`config.mk`:
```
export PLATFORM = sky130hd
export DESIGN_NAME = wdt_paired_clear
export DESIGN_NICKNAME = d
export VERILOG_FILES = /design/src/rtl/wdt_pkg.sv /design/src/rtl/wdt_tick_gen.sv /design/src/rtl/wdt_clear_ctrl.sv /design/src/rtl/wdt_div_chain.sv /design/src/rtl/wdt_paired_clear.sv
export SDC_FILE = /design/constraint.sdc
export NUM_CORES = 1
export LEC_CHECK = 0
export BUFFER_PORTS_ARGS = -buffer_cell sky130_fd_sc_hd__buf_4
export CORE_UTILIZATION = 48
export CTS_BUF_LIST = sky130_fd_sc_hd__clkbuf_4 sky130_fd_sc_hd__clkbuf_8
export DETAILED_ROUTE_END_ITERATION = 10
export GPL_TIMING_DRIVEN = 1
export PLACE_DENSITY = 0.75
export SYNTH_ARGS = -nofsm -noshare
export SYNTH_HDL_FRONTEND = slang
export SYNTH_HIERARCHICAL = 1
export SYNTH_SLANG_ARGS = --single-unit
```
`constraint.sdc`:
```
create_clock -name clk -period 1.6 [get_ports clk]
set_input_delay 0.24 -clock clk [delete_from_list [all_inputs] [get_ports clk]]
set_output_delay 0.24 -clock clk [all_outputs]
set_load 0.02 [all_outputs]
```
`src/rtl/wdt_pkg.sv`:
```
package wdt_pkg;
  // last paired-clear strobe type seen
  typedef enum logic [1:0] {
    PAIR_NONE   = 2'd0,
    PAIR_FIRST  = 2'd1,
    PAIR_SECOND = 2'd2
  } pair_last_e;

  localparam int PRESCALE_W_DEF = 6;
  localparam int SYSDIV_W_DEF   = 2;
endpackage

```
`src/rtl/wdt_tick_gen.sv`:
```
module wdt_tick_gen #(
  parameter int SYSDIV_W = 2
) (
  input  logic clk,
  input  logic rst_n,
  input  logic enable,
  input  logic src_sel,
  input  logic osc_tick,
  output logic tick
);
  logic sys_tick;

  generate
    if (SYSDIV_W == 0) begin : g_nodiv
      assign sys_tick = enable;
    end else begin : g_div
      localparam logic [SYSDIV_W-1:0] DIV_LAST = '1;
      logic [SYSDIV_W-1:0] div_q;
      always_ff @(posedge clk or negedge rst_n) begin
        if (!rst_n)      div_q <= '0;
        else if (enable) div_q <= div_q + 1'b1;
      end
      assign sys_tick = enable && (div_q == DIV_LAST);
    end
  endgenerate

  always_comb begin
    if (!enable)      tick = 1'b0;
    else if (src_sel) tick = sys_tick;
    else              tick = osc_tick;
  end
endmodule

```
`src/rtl/wdt_clear_ctrl.sv`:
```
module wdt_clear_ctrl
  import wdt_pkg::*;
(
  input  logic clk,
  input  logic rst_n,
  input  logic enable,
  input  logic clr_mode,
  input  logic clr_single,
  input  logic clr_first,
  input  logic clr_second,
  output logic soft_clear
);
  pair_last_e last_q, last_d;
  logic       pair_hit;

  always_comb begin
    last_d   = last_q;
    pair_hit = 1'b0;
    if (enable && clr_mode && (clr_first ^ clr_second)) begin
      if (clr_first) begin
        pair_hit = (last_q == PAIR_SECOND);
        last_d   = PAIR_FIRST;
      end else begin
        pair_hit = (last_q == PAIR_FIRST);
        last_d   = PAIR_SECOND;
      end
    end
  end

  always_ff @(posedge clk or negedge rst_n) begin
    if (!rst_n) last_q <= PAIR_NONE;
    else        last_q <= last_d;
  end

  assign soft_clear = enable && (clr_mode ? pair_hit : clr_single);
endmodule

```
`src/rtl/wdt_div_chain.sv`:
```
module wdt_div_chain #(
  parameter int PRESCALE_W = 6
) (
  input  logic clk,
  input  logic rst_n,
  input  logic tick,
  input  logic soft_clear,
  input  logic full_clear,
  output logic overflow
);
  localparam logic [PRESCALE_W-1:0] PRE_MAX = '1;

  logic [PRESCALE_W-1:0] pre_q;
  logic                  last_q;
  logic                  pre_wrap;

  assign pre_wrap = tick && (pre_q == PRE_MAX);
  assign overflow = pre_wrap && last_q && !soft_clear && !full_clear;

  always_ff @(posedge clk or negedge rst_n) begin
    if (!rst_n) begin
      pre_q  <= '0;
      last_q <= 1'b0;
    end else if (full_clear) begin
      pre_q  <= '0;
      last_q <= 1'b0;
    end else begin
      if (tick) pre_q <= pre_q + 1'b1;
      if (soft_clear)    last_q <= 1'b0;
      else if (pre_wrap) last_q <= ~last_q;
    end
  end
endmodule

```
`src/rtl/wdt_paired_clear.sv`:
```
module wdt_paired_clear #(
  parameter int PRESCALE_W = wdt_pkg::PRESCALE_W_DEF,
  parameter int SYSDIV_W   = wdt_pkg::SYSDIV_W_DEF
) (
  input  logic clk,
  input  logic ext_rst_n,
  input  logic cfg_present,
  input  logic src_sel,
  input  logic clr_mode,
  input  logic run_en,
  input  logic osc_tick,
  input  logic clr_single,
  input  logic clr_first,
  input  logic clr_second,
  input  logic halt,
  input  logic power_down,
  output logic dev_rst,
  output logic part_rst,
  output logic to_flag
);
  logic tick, soft_clear, full_clear, overflow;
  logic dev_q, part_q, flag_q;

  wdt_tick_gen #(.SYSDIV_W(SYSDIV_W)) u_tick (
    .clk(clk), .rst_n(ext_rst_n), .enable(cfg_present && run_en),
    .src_sel(src_sel), .osc_tick(osc_tick), .tick(tick)
  );

  wdt_clear_ctrl u_clr (
    .clk(clk), .rst_n(ext_rst_n), .enable(cfg_present), .clr_mode(clr_mode),
    .clr_single(clr_single), .clr_first(clr_first), .clr_second(clr_second),
    .soft_clear(soft_clear)
  );

  assign full_clear = cfg_present && halt;

  wdt_div_chain #(.PRESCALE_W(PRESCALE_W)) u_chain (
    .clk(clk), .rst_n(ext_rst_n), .tick(tick), .soft_clear(soft_clear),
    .full_clear(full_clear), .overflow(overflow)
  );

  always_ff @(posedge clk or negedge ext_rst_n) begin
    if (!ext_rst_n) begin
      dev_q  <= 1'b0;
      part_q <= 1'b0;
      flag_q <= 1'b0;
    end else begin
      dev_q  <= overflow && !power_down;
      part_q <= overflow && power_down;
      if (overflow) flag_q <= 1'b1;
    end
  end

  assign dev_rst  = dev_q;
  assign part_rst = part_q;
  assign to_flag  = flag_q;
endmodule

```
# Word level (Yosys, flattened, before mapping)
# Cells that the tools add are included.
[word_totals] register_bits=14 wordCells=43 output_inout_bits=3 in_bits=12
[op_classes] addsub=2 bitwise_logic=2 reduce_logical=17 n_eq_ne=4 mux=11
[op_table] cell="1-bit logical AND" count=12
[op_table] cell="6-bit two-way mux" count=2
[op_table] cell="1-bit two-way mux" count=8
[op_table] cell="6-bit by 1-bit adder with 6-bit output, second input constant" count=1
[op_table] cell="6-bit == test, second input constant" count=1
[op_table] cell="2-bit == test, second input constant" count=2
[op_table] cell="1-bit logical NOT" count=3
[op_table] cell="3-bit nonzero test" count=1
[op_table] cell="2-bit by 1-bit adder with 2-bit output, second input constant" count=1
[op_table] cell="2-bit by 1-bit == test with 1-bit output, second input constant" count=1
[op_table] cell="2-bit two-way mux" count=1
[op_table] cell="2-bit nonzero test" count=1
[op_table] cell="1-bit inverter" count=1
[op_table] cell="1-bit XOR" count=1

# Depth between registers and ports, before layout
# Gate-level depths: netlist (run 1).
[logic_depth] word_depth=9 mapped_depth=7 ltp_nobuf=7

# Modules after synthesis
# Netlist (run 1), hierarchy kept.
[modules_own_cells] mod="wdt_div_chain" seq_area_each_um2=175.2 cells_per_inst=33 instances=1 area_each_um2=334.1
[modules_own_cells] mod="wdt_clear_ctrl" seq_area_each_um2=50.0 cells_per_inst=14 instances=1 area_each_um2=130.1
[modules_own_cells] mod="wdt_paired_clear" seq_area_each_um2=75.1 cells_per_inst=8 instances=1 area_each_um2=106.4
[modules_own_cells] mod="wdt_tick_gen" seq_area_each_um2=50.0 cells_per_inst=7 instances=1 area_each_um2=102.6

# Worst setup path after synthesis (run 1)
# Ideal clock, no wire load.
[synth_timing] path_kind="register to register" startpoint="register u_tick.g_div.div_q[0]" endpoint="register u_chain.pre_q[5]" setup_ns=0.078 t_arrival_ns=1.488 path_stages_with_launch=7 n_path_buf=0 path_slack_ns=0.034 period_less_slack_ns=1.566 required_ns=1.522 cell_sequence="dfrtp_1 -> ha_1 -> mux2i_1 -> nor2b_1 -> nand4_2 -> or3_1 -> a21oi_1"
[synth_between] elab_chain_cells=5
[synth_rtl] item="start, declared" line="wdt_tick_gen.sv:18" text="logic [SYSDIV_W-1:0] div_q;"
[synth_rtl] item="start signal, assigned" line="wdt_tick_gen.sv:21" text="else if (enable) div_q <= div_q + 1'b1;"
[synth_rtl] item="2-bit == test" line="wdt_tick_gen.sv:23" text="assign sys_tick = enable && (div_q == DIV_LAST);"
[synth_rtl] item="1-bit logical AND" line="wdt_tick_gen.sv:23"
[synth_rtl] item="1-bit two-way mux" line="wdt_tick_gen.sv:29" text="else if (src_sel) tick = sys_tick;"
[synth_rtl] item="1-bit two-way mux" line="wdt_tick_gen.sv:28" text="if (!enable) tick = 1'b0;"
[synth_rtl] item="named net tick" line="wdt_paired_clear.sv:21" text="logic tick, soft_clear, full_clear, overflow;"
[synth_rtl] item="2-bit nonzero test (no line)"
[synth_rtl] item="end signal, assigned" line="wdt_div_chain.sv:28" text="if (tick) pre_q <= pre_q + 1'b1;"
[synth_rtl] item="end, declared" line="wdt_div_chain.sv:13" text="logic [PRESCALE_W-1:0] pre_q;"
# The timed path passes the listed nets, and every way through them passes these cells.
# A chain may end at the register's enable or synchronous reset.

# Final worst setup path (run 1)
# Ends and elaborated chain as after synthesis.

==> impl_metrics.env, run 1 <==
export IMPL_diodes=0
export IMPL_synthArstFlopShare_pct=100.0
export IMPL_worstMarginPinSlew_ps=280.4
export IMPL_multiInputGateArea_um2=321.6
export IMPL_synth_top_area_share_pct=52.04
export IMPL_yosys_area_top_type="dfrtp_1"
export IMPL_synth_net_count=76
export IMPL_num_fill_cells=111
export IMPL_drc=0
export IMPL_fp_row_count=13
export IMPL_vias_per_cell=5.155
export IMPL_period_needed_ps=1515
export IMPL_synth_most_common_cell="dfrtp_1"
export IMPL_path_class="flop to flop"
export IMPL_ant_nets=0
export IMPL_synth_main_ff_cell="dfrtp_1"
export IMPL_ys_seq_elements=14
export IMPL_drt_total_wl_um=1161
export IMPL_numClockSinks=14
export IMPL_cts_tree="yes"
export IMPL_setup_viol=0
export IMPL_slew_violations=0
export IMPL_power_internal_uw=627.7
export IMPL_synth_edf_count=0
export IMPL_crit_fanout=3
export IMPL_dr_wl_met2_um=597
export IMPL_pwr_share_seq_pct=51.2
export IMPL_routed_top_layer="met4"
export IMPL_fmax_mhz=660.2
export IMPL_die_area_mm2=0.001556
export IMPL_clkPwrFrac_pct=29.8
export IMPL_finalSetupTns_ps=0
export IMPL_min_period_over_period_pct=94.67
export IMPL_leakagePower_uw=0.0004197
export IMPL_combPwrFrac_pct=19.0
export IMPL_htreeDepth=1
export IMPL_grt_max_degree=15
export IMPL_power_density_mw_per_mm2=985.6
export IMPL_nets=97
export IMPL_port_buffer_count=14
export IMPL_utilization_pct=65.87
export IMPL_wl_met1_um=518
export IMPL_arrival_ps=1720
export IMPL_netlist_area_um2=673.1
export IMPL_areaGrowthSynthToFinish_pct=27.32
export IMPL_drtIter0Drc=3
export IMPL_end_kind="flop"
export IMPL_synth_area_leaders="dfrtp_1 (52%), xor2_1 (5.2%), mux2i_1 (4.5%)"
export IMPL_power_switching_uw=217.0
export IMPL_gr_total_overflow=0
export IMPL_required_ps=1810
export IMPL_grt_pass1_vias=463
export IMPL_vias=500
export IMPL_dp_hpwl_um=893.9
export IMPL_track_usage_pct=17.60
export IMPL_avgSynthCellArea_um2=10.86
export IMPL_io_pins=15
export IMPL_syn_inst=62
export IMPL_grt_antenna_before_repair=0
export IMPL_maxCapViolCount=0
export IMPL_cts_buffers_inserted=3
export IMPL_gp_congestion=0.6987
export IMPL_seq_area_frac_synth_pct=52.04
export IMPL_drive_above_1_share_pct=28.05
export IMPL_slew_headroom_pct=81.30
export IMPL_setup_worst_path_start_class="flop"
export IMPL_finalHoldViolCount=0
export IMPL_route_met3_wl_um=40
export IMPL_outcome="complete, no violations"
export IMPL_ys_types=23
export IMPL_fp_dieW_um=39.45
export IMPL_ys_warn_count=6
export IMPL_drtPass1Iterations=2
export IMPL_hp_class="primary input to flop"
export IMPL_clkLatencyLatePin_ps=270
export IMPL_grt_first_pass_wirelength_um=1800
export IMPL_finClkSkew_ps=2.061
export IMPL_rsz0062_at_grt="no"
export IMPL_coreArea_mm2=0.001301
export IMPL_clock_root_buffer="clkbuf_4"
export IMPL_die_height_um=39.45
export IMPL_ir_drop_mv=0.5577
export IMPL_seq_area_um2=350.3
export IMPL_start_util_pct=51.73
export IMPL_p_sw_share_pct=25.69
export IMPL_cts_clk_slew_worst_paths_ps=90
export IMPL_avgRoutedWirePerCell_um=11.97
export IMPL_synth_top_cells_by_count="dfrtp_1 (14), nor2_1 (8), nand2_1 (5)"
export IMPL_cts_setup_buffers=0
export IMPL_clock_path_buffers=2
## final cells by class
type                    instances  share of cell area (%)
clock buffers                   4                   4.234
multi-input cells              47                   37.52
flip-flops and latches         14                   40.88
well taps                      15                   2.190
repair buffers                 17                   15.18
## sequential cells by signal, indices dropped and copies added (netlist names)
signal              cells
part_rst                1
u_clr/last_q            2
u_chain/pre_q           6
u_chain/last_q          1
to_flag                 1
dev_rst                 1
u_tick/g_div.div_q      2
## cells by family after synthesis
group	Yosys count	share of synthesized area [%]
simple gates	27	22.68
flops	14	52.05
compound gates	9	7.808
xor+xnor	5	6.505
mux	4	6.691
fa+ha+maj	2	3.717
buf+inv	1	0.5571
## power groups by stage
stage	logic, uW	clock network, uW	registers (uW)
2_1_floorplan	97.5	0	430
3_3_place_gp	144	0	433
3_5_place_dp	161	0	439
4_1_cts	164	257	433
5_1_grt	178	279	437
6_report	161	252	432
## per-layer routing
metal	vias to the layer above	track usage [%]
li1	256	-
met1	233	19.65
met2	9	30.33
met3	2	3.409
met4	0	10.34
met5	-	0
## worst max-delay path, stage by stage, from the launching register on
cell,delay (ps)
dfrtp_1,380
ha_1,160
mux2i_1,80
nor2b_2,170
nand4_2,150
or3_1,360
a21oi_1,140
## layout by cell type (no fill, tap or decap), drive strengths merged
cell type and count:
buf 16, dfrtp 14, nor2 8, nand2 5
xor2 4, o21ai 4, clkbuf 4, and2 3
mux2i 3, or3 2, a21oi 2, ha 2
and4bb 2, nor2b 2, nand4 2, or2 1
dlygate4sd3 1, nor3 1, xnor2 1, a31oi 1
nand3 1, o21bai 1, a22o 1, mux2 1
## final timing paths
kind / slack [ps] / startpoint / endpoint / depth (start not counted)
min in group asynchronous: 340 / ext_rst_n / u_chain/pre_q[2]$_DFFE_PN0P_ / 2
worst min-delay path: 110 / power_down / dev_rst$_DFF_PN0_ / 2
worst min register to register: 490 / u_tick/g_div.div_q[0]$_DFFE_PN0P_ / u_tick/g_div.div_q[0]$_DFFE_PN0P_ / 1
worst max register to register: 90 / u_tick/g_div.div_q[0]$_DFFE_PN0P_ / u_chain/pre_q[5]$_DFFE_PN0P_ / 6
max in group asynchronous: 1090 / ext_rst_n / u_chain/last_q$_DFFE_PN0P_ / 2
worst max-delay path: 90 / u_tick/g_div.div_q[0]$_DFFE_PN0P_ / u_chain/pre_q[5]$_DFFE_PN0P_ / 6
## what timing repair did
item	CTS	global route
setup endpoints to repair	0	4
hold endpoints to repair	14	0
resized for setup	0	1
hold buffers	1	0
## per-stage QoR
stage | area (um^2) | worst slack, ps | hold slack (ps) | total power, uW | cells
floorplan | 673.1 | 34.37 | -55.59 | 527.2 | 62
global placement | 808.3 | 117.6 | 94.91 | 576.9 | 92
detailed placement | 808.3 | 44.55 | 97.40 | 600.7 | 92
CTS | 854.6 | 25.67 | 104.5 | 854.2 | 97
global route | 857.1 | 34.06 | 96.60 | 894.7 | 97
finish | 857.1 | 85.35 | 111.3 | 844.7 | 97
No activity file was read; power rests on OpenSTA's default activity.
==> inputs of run 2 (changes only) <==
--- a/config.mk
+++ b/config.mk
@@ -5,12 +5,13 @@
 export SDC_FILE = /design/constraint.sdc
 export NUM_CORES = 1
 export LEC_CHECK = 0
+export ABC_AREA = 1
 export BUFFER_PORTS_ARGS = -buffer_cell sky130_fd_sc_hd__buf_4
-export CORE_UTILIZATION = 48
+export CORE_UTILIZATION = 50
 export CTS_BUF_LIST = sky130_fd_sc_hd__clkbuf_4 sky130_fd_sc_hd__clkbuf_8
 export DETAILED_ROUTE_END_ITERATION = 10
 export GPL_TIMING_DRIVEN = 1
-export PLACE_DENSITY = 0.75
+export PLACE_DENSITY = 0.76
 export SYNTH_ARGS = -nofsm -noshare
 export SYNTH_HDL_FRONTEND = slang
 export SYNTH_HIERARCHICAL = 1
==> run 2 against run 1 <==
Against the previous run: wire length grew 19%; non-clock buffer count increased by 1; clock skew down 0.99 ps; flip-flop and latch count unchanged; cell area grew 13%; final cell count rose by 43%; clock power about the same; synthesized area is 15% higher; maximum frequency increased by 4.3%; worst hold slack better by 3.9 ps; total power up 1.5%; critical path type unchanged; highest routed layer unchanged.
==> impl_metrics.env, run 2 <==
export IMPL_num_fill_cells=121
export IMPL_hp_class="primary input to flop"
export IMPL_grt_antenna_before_repair=0
export IMPL_r2r_end="u_chain/pre_q[4]$_DFFE_PN0P_"
export IMPL_multiInputGateArea_um2=345.3
export IMPL_vias_per_cell=4.683
export IMPL_outcome="complete, no violations"
export IMPL_synth_main_ff_cell="dfrtp_1"
export IMPL_r2r_start="u_tick/g_div.div_q[0]$_DFFE_PN0P_"
export IMPL_ys_seq_elements=14
export IMPL_critical_path_max_stage_delay_ps=370
export IMPL_period_needed_ps=1452
export IMPL_final_area_um2=970.9
export IMPL_clock_root_buffer="clkbuf_4"
export IMPL_numClockSinks=14
export IMPL_finClkSkew_ps=1.066
export IMPL_cp_depth=12
export IMPL_start_util_pct=56.59
export IMPL_min_period_over_period_pct=90.74
export IMPL_cts_buffers_inserted=3
export IMPL_htreeDepth=1
export IMPL_clock_path_buffers=2
export IMPL_avgRoutedWirePerCell_um=9.957
export IMPL_ys_warn_count=6
export IMPL_drt_total_wl_um=1384
export IMPL_cp_slowest_cell="dfrtp_1"
export IMPL_gr_total_overflow=0
export IMPL_end_kind="flop"
export IMPL_coreArea_mm2=0.001366
export IMPL_slew_violations=0
export IMPL_cp_endpoint="u_chain/pre_q[4]$_DFFE_PN0P_"
export IMPL_crit_start="u_tick/g_div.div_q[0]$_DFFE_PN0P_"
export IMPL_drive_above_1_share_pct=26.61
export IMPL_slew_headroom_pct=87.98
export IMPL_seq_area_frac_synth_pct=45.31
export IMPL_critPathBufInv=4
export IMPL_synth_top_cells_by_count="nand2_1 (28), inv_1 (20), dfrtp_1 (14)"
export IMPL_regMostFlops="u_chain/pre_q"
export IMPL_cts_tree="yes"
export IMPL_gp_congestion=0.6913
export IMPL_diodes=0
export IMPL_seq_area_um2=350.3
export IMPL_grtUsageMet2_pct=27.73
export IMPL_cts_clk_slew_worst_paths_ps=80
export IMPL_setup_ws_ps=148.2
export IMPL_layout_commonest_cell="nand2_1"
export IMPL_setup_viol=0
export IMPL_crit_family="simple AND/OR/NAND/NOR gates"
export IMPL_die_height_um=41.33
export IMPL_track_usage_pct=18.77
export IMPL_required_ps=1810
export IMPL_fp_dieW_um=41.33
export IMPL_maxCapViolCount=0
export IMPL_layout_common_cells="nand2_1 (28), inv_1 (20), buf_4 (17)"
export IMPL_preCtsSetupSlack_ps=130.0
export IMPL_netlist_area_um2=773.2
export IMPL_drc=0
export IMPL_grt_max_degree=15
export IMPL_synth_net_count=116
export IMPL_fmax_mhz=688.8
export IMPL_synthArstFlopShare_pct=100.0
export IMPL_syn_inst=102
export IMPL_placed_area_um2=904.6
export IMPL_arrival_ps=1660
export IMPL_cp_common_cell="nand2_1"
export IMPL_fp_row_count=13
export IMPL_finalSetupTns_ps=0
export IMPL_min_delay_start="power_down"
export IMPL_avgSynthCellArea_um2=7.581
export IMPL_grt_util_met3_pct=3.191
export IMPL_crit_fanout=5
export IMPL_path_cells="ha_2 -> inv_1 -> nand2_1 -> nand2_1 -> nor2_2 -> inv_2 -> buf_4 -> nand2_4 -> nand2_1 -> nor2_1 -> o21ai_1 -> inv_1"
export IMPL_nets=139
export IMPL_drtPass1Iterations=4
export IMPL_vias=651
export IMPL_drtIter0Drc=10
export IMPL_r2r_setup_slack_ps=150
export IMPL_dp_hpwl_um=1007
export IMPL_leakagePower_uw=0.0005448
export IMPL_areaGrowthSynthToFinish_pct=25.57
export IMPL_power_density_mw_per_mm2=882.7
export IMPL_grt_pass1_vias=519
export IMPL_top_usage_layer="met2"
export IMPL_synth_most_common_cell="nand2_1"
export IMPL_yosys_area_top_type="dfrtp_1"
export IMPL_finalHoldViolCount=0
export IMPL_port_buffer_count=14
export IMPL_reg2reg_depth=12
export IMPL_clkLatencyLatePin_ps=270
export IMPL_largest_register_ffs=6
export IMPL_io_pins=15
export IMPL_synth_top_area_share_pct=45.31
export IMPL_worstMarginPinSlew_ps=179.7
export IMPL_die_area_mm2=0.001708
export IMPL_ant_nets=0
export IMPL_grt_first_pass_wirelength_um=2035
export IMPL_path_class="flop to flop"
export IMPL_ys_types=20
export IMPL_setup_worst_path_start_class="flop"
export IMPL_ir_drop_mv=0.7036
export IMPL_synth_area_leaders="dfrtp_1 (45%), nand2_1 (14%), inv_1 (9.7%)"
export IMPL_top_regs="u_chain/pre_q (6), u_clr/last_q (2), u_tick/g_div.div_q (2)"
export IMPL_synth_edf_count=0
export IMPL_grtUsageMet1_pct=25.08
-- run 2: cell types whose count changed in the layout (fill, tap and decap cells not counted), sizes merged, moves of 3 or more --
| cell | change |
|---|---|
| nand2 | +24 |
| inv | +22 |
| nand3 | +6 |
| nor2 | +6 |
| and2 | -3 |
| mux2i | -3 |
| xor2 | -3 |
-- run 2: layout make-up --
type,count,area share [%]
inverters,22,8.505
well taps,15,1.933
clock buffers,4,3.737
repair buffers,18,14.18
multi-input cells,66,35.57
flip-flops and latches,14,36.08
-- run 2: per-stage QoR --
step | hold WS, ps | total power (uW) | utilization (%) | cells
finish | 115.2 | 857.1 | 71.06 | 139
CTS | 102.2 | 862.7 | 69.60 | 137
floorplan | -55.59 | 547.1 | - | 102
detailed placement | 98.24 | 606.0 | 66.21 | 132
global route | 109.7 | 910.0 | 71.06 | 139
global placement | 96.79 | 598.1 | 66.21 | 132
-- run 2: kinds of logic after synthesis --
group           count (synthesis)  share of synthesized area [%]
compound gates                  9                          6.634
fa+ha+maj                       2                          3.236
simple gates                   54                          33.01
xor+xnor                        1                          1.133
flops                          14                          45.31
buf+inv                        22                          10.68
-- run 2: metal layers --
metal	share of wire, %	vias to the layer above
met5	0	-
met4	2.1	0
met3	2.6	4
met2	46	10
met1	49	284
li1	-	353
-- run 2: timing repair --
action                                  4_1_cts  5_1_grt
setup buffers                                 0        2
endpoints found under the hold margin        14        0
endpoints found under the setup margin        0        3
resized for setup                             0        2
hold buffers                                  1        0
-- run 2: how the worst min path moves through the flow --
stage | endpoint | slack, ps | depth (start not counted)
2_1_floorplan | dev_rst$_DFF_PN0_ | -60 | 0
3_3_place_gp | u_chain/pre_q[1]$_DFFE_PN0P_ | 100 | 1
3_5_place_dp | u_chain/pre_q[0]$_DFFE_PN0P_ | 100 | 1
4_1_cts | dev_rst$_DFF_PN0_ | 100 | 2
5_1_grt | dev_rst$_DFF_PN0_ | 110 | 2
6_report | dev_rst$_DFF_PN0_ | 120 | 2
-- run 2: power breakdown --
group	leakage [uW]	internal, uW	total, uW	switching (uW)
combinational	0.000345	80.2	171	90.7
sequential	0.000179	403	437	34.1
clock	0.0000210	138	249	111
total	0.000545	622	857	235
==> inputs of run 3 (changes only) <==
--- a/config.mk
+++ b/config.mk
@@ -7,11 +7,10 @@
 export LEC_CHECK = 0
 export ABC_AREA = 1
 export BUFFER_PORTS_ARGS = -buffer_cell sky130_fd_sc_hd__buf_4
-export CORE_UTILIZATION = 50
-export CTS_BUF_LIST = sky130_fd_sc_hd__clkbuf_4 sky130_fd_sc_hd__clkbuf_8
+export CORE_UTILIZATION = 47
 export DETAILED_ROUTE_END_ITERATION = 10
 export GPL_TIMING_DRIVEN = 1
-export PLACE_DENSITY = 0.76
+export PLACE_DENSITY = 0.72
 export SYNTH_ARGS = -nofsm -noshare
 export SYNTH_HDL_FRONTEND = slang
 export SYNTH_HIERARCHICAL = 1
==> run 3 against run 2 <==
Against the previous run: count of clock-buffer cells in the layout unchanged; utilization shrank 7.4 points; die area up 6.1%.
==> impl_metrics.env, run 3 (synthesis results as in run 2) <==
export IMPL_start_util_pct=50.74
export IMPL_layout_common_cells="nand2_1 (28), inv_1 (20), buf_4 (17)"
export IMPL_dp_cells=133
export IMPL_min_period_over_period_pct=91.75
export IMPL_critical_path_max_stage_delay_ps=360
export IMPL_finalSetupTns_ps=0
export IMPL_vias_per_cell=4.750
export IMPL_grt_max_degree=15
export IMPL_drtPass1Iterations=3
export IMPL_hp_class="primary input to flop"
export IMPL_htreeDepth=1
export IMPL_cts_clk_slew_worst_paths_ps=90
export IMPL_finClkSkew_ps=4.926
export IMPL_finalHoldViolCount=0
export IMPL_ant_nets=0
export IMPL_die_area_mm2=0.001811
export IMPL_arrival_ps=1680
export IMPL_drc=0
export IMPL_maxCapViolCount=0
export IMPL_clkLatencyLatePin_ps=280
export IMPL_cp_slowest_cell="dfrtp_1"
export IMPL_fin_cells=140
export IMPL_grt_antenna_before_repair=0
export IMPL_hold_ws_ps=111.4
export IMPL_path_class="flop to flop"
export IMPL_die_height_um=42.56
export IMPL_fp_dieW_um=42.56
export IMPL_end_kind="flop"
export IMPL_port_buffer_count=14
export IMPL_setup_ws_ps=132.1
export IMPL_setup_worst_path_start_class="flop"
export IMPL_gp_congestion=0.7787
export IMPL_fp_row_count=14
export IMPL_nets=139
export IMPL_top_regs="u_chain/pre_q (6), u_clr/last_q (2), u_tick/g_div.div_q (2)"
export IMPL_dp_hpwl_um=1074
export IMPL_preCtsSetupSlack_ps=102.9
export IMPL_avgRoutedWirePerCell_um=9.836
export IMPL_grt_pass1_vias=616
export IMPL_worstMarginPinSlew_ps=206.7
export IMPL_gr_total_overflow=0
export IMPL_grt_first_pass_wirelength_um=2401
export IMPL_cts_tree="yes"
export IMPL_required_ps=1820
export IMPL_path_cells="ha_1 -> inv_1 -> nand2_1 -> nand2_1 -> nor2_2 -> inv_2 -> nor2_4 -> nand3_2 -> nor3b_2 -> inv_1 -> nand2_1"
export IMPL_diodes=0
export IMPL_utilization_pct=63.63
export IMPL_ir_drop_mv=0.5245
export IMPL_setup_viol=0
export IMPL_leakagePower_uw=0.0005471
export IMPL_io_pins=15
export IMPL_rsz0062_at_grt="no"
export IMPL_vias=665
export IMPL_drtIter0Drc=9
export IMPL_drt_total_wl_um=1377
export IMPL_largest_register_ffs=6
export IMPL_regMostFlops="u_chain/pre_q"
export IMPL_fmax_mhz=681.2
export IMPL_cts_buffers_inserted=3
export IMPL_clock_path_buffers=2
export IMPL_power_density_mw_per_mm2=905.2
export IMPL_period_needed_ps=1468
export IMPL_cp_common_cell="nand2_1"
export IMPL_numClockSinks=14
export IMPL_slew_violations=0
export IMPL_clock_root_buffer="clkbuf_4"
export IMPL_outcome="complete, no violations"
export IMPL_coreArea_mm2=0.001524
export IMPL_crit_fanout=2
export IMPL_layout_commonest_cell="nand2_1"
export IMPL_drive_above_1_share_pct=25.81
export IMPL_areaGrowthSynthToFinish_pct=25.40
export IMPL_track_usage_pct=17.93
export IMPL_slew_headroom_pct=86.17
## run 3: changes by cell type in the layout (fill, tap and decap cells not counted)
cell  before  now
ha_1       1    2
ha_2       1    0
## run 3: worst paths after layout
| path | startpoint | end | slack [ps] | depth (start not counted) |
|---|---|---|---|---|
| min | power_down | dev_rst$_DFF_PN0_ | 110 | 2 |
| min in group asynchronous | ext_rst_n | u_chain/pre_q[0]$_DFFE_PN0P_ | 340 | 2 |
| min reg2reg | to_flag$_DFFE_PN0P_ | to_flag$_DFFE_PN0P_ | 470 | 2 |
| max in group asynchronous | ext_rst_n | to_flag$_DFFE_PN0P_ | 1090 | 2 |
| max | u_tick/g_div.div_q[1]$_DFFE_PN0P_ | to_flag$_DFFE_PN0P_ | 130 | 11 |
| max reg2reg | u_tick/g_div.div_q[1]$_DFFE_PN0P_ | to_flag$_DFFE_PN0P_ | 130 | 11 |
## run 3: what timing repair did
item / in CTS / in global routing
endpoints found under the hold margin: 14 / 0
hold buffers: 1 / 0
gates resized for setup: 0 / 1
endpoints found under the setup margin: 0 / 2
buffers inserted: 0 / 2
## run 3: routing by layer
| layer | part of all wire [%] | global-route usage [%] | vias up |
|---|---|---|---|
| met1 | 47 | 22.87 | 297 |
| met5 | 0 | 0 | - |
| met3 | 3.4 | 2.586 | 2 |
| met4 | 0.73 | 11.25 | 0 |
| li1 | - | - | 353 |
| met2 | 49 | 28.31 | 13 |
## run 3: power by group
group	switching [uW]	internal, uW	total [uW]
Clock	118	138	256
Combinational	96.6	91.5	188
Sequential	30.8	403	434
## run 3: cell type report
cell class	count	area [um^2]
flip-flops and latches	14	350.3
multi-input cells	66	342.8
well taps	16	20.02
repair buffers	18	137.6
inverters	22	82.58
fillers	138	554.3
clock buffers	4	36.28
## run 3: critical path: cells and delay by family (launching register included)
family | cells | cell delay, ps
AND/OR/NAND/NOR | 7 | 710
flip-flops | 1 | 360
buffers and inverters | 3 | 190
adder cells (fa/ha/maj) | 1 | 140
## run 3: through the flow
stage               cell area, um^2  total power [uW]
finish                        969.7             877.8
global route                  969.7             938.8
CTS                           952.2             868.0
detailed placement            905.9             608.8
global placement              905.9             600.0
floorplan                     773.2             547.1
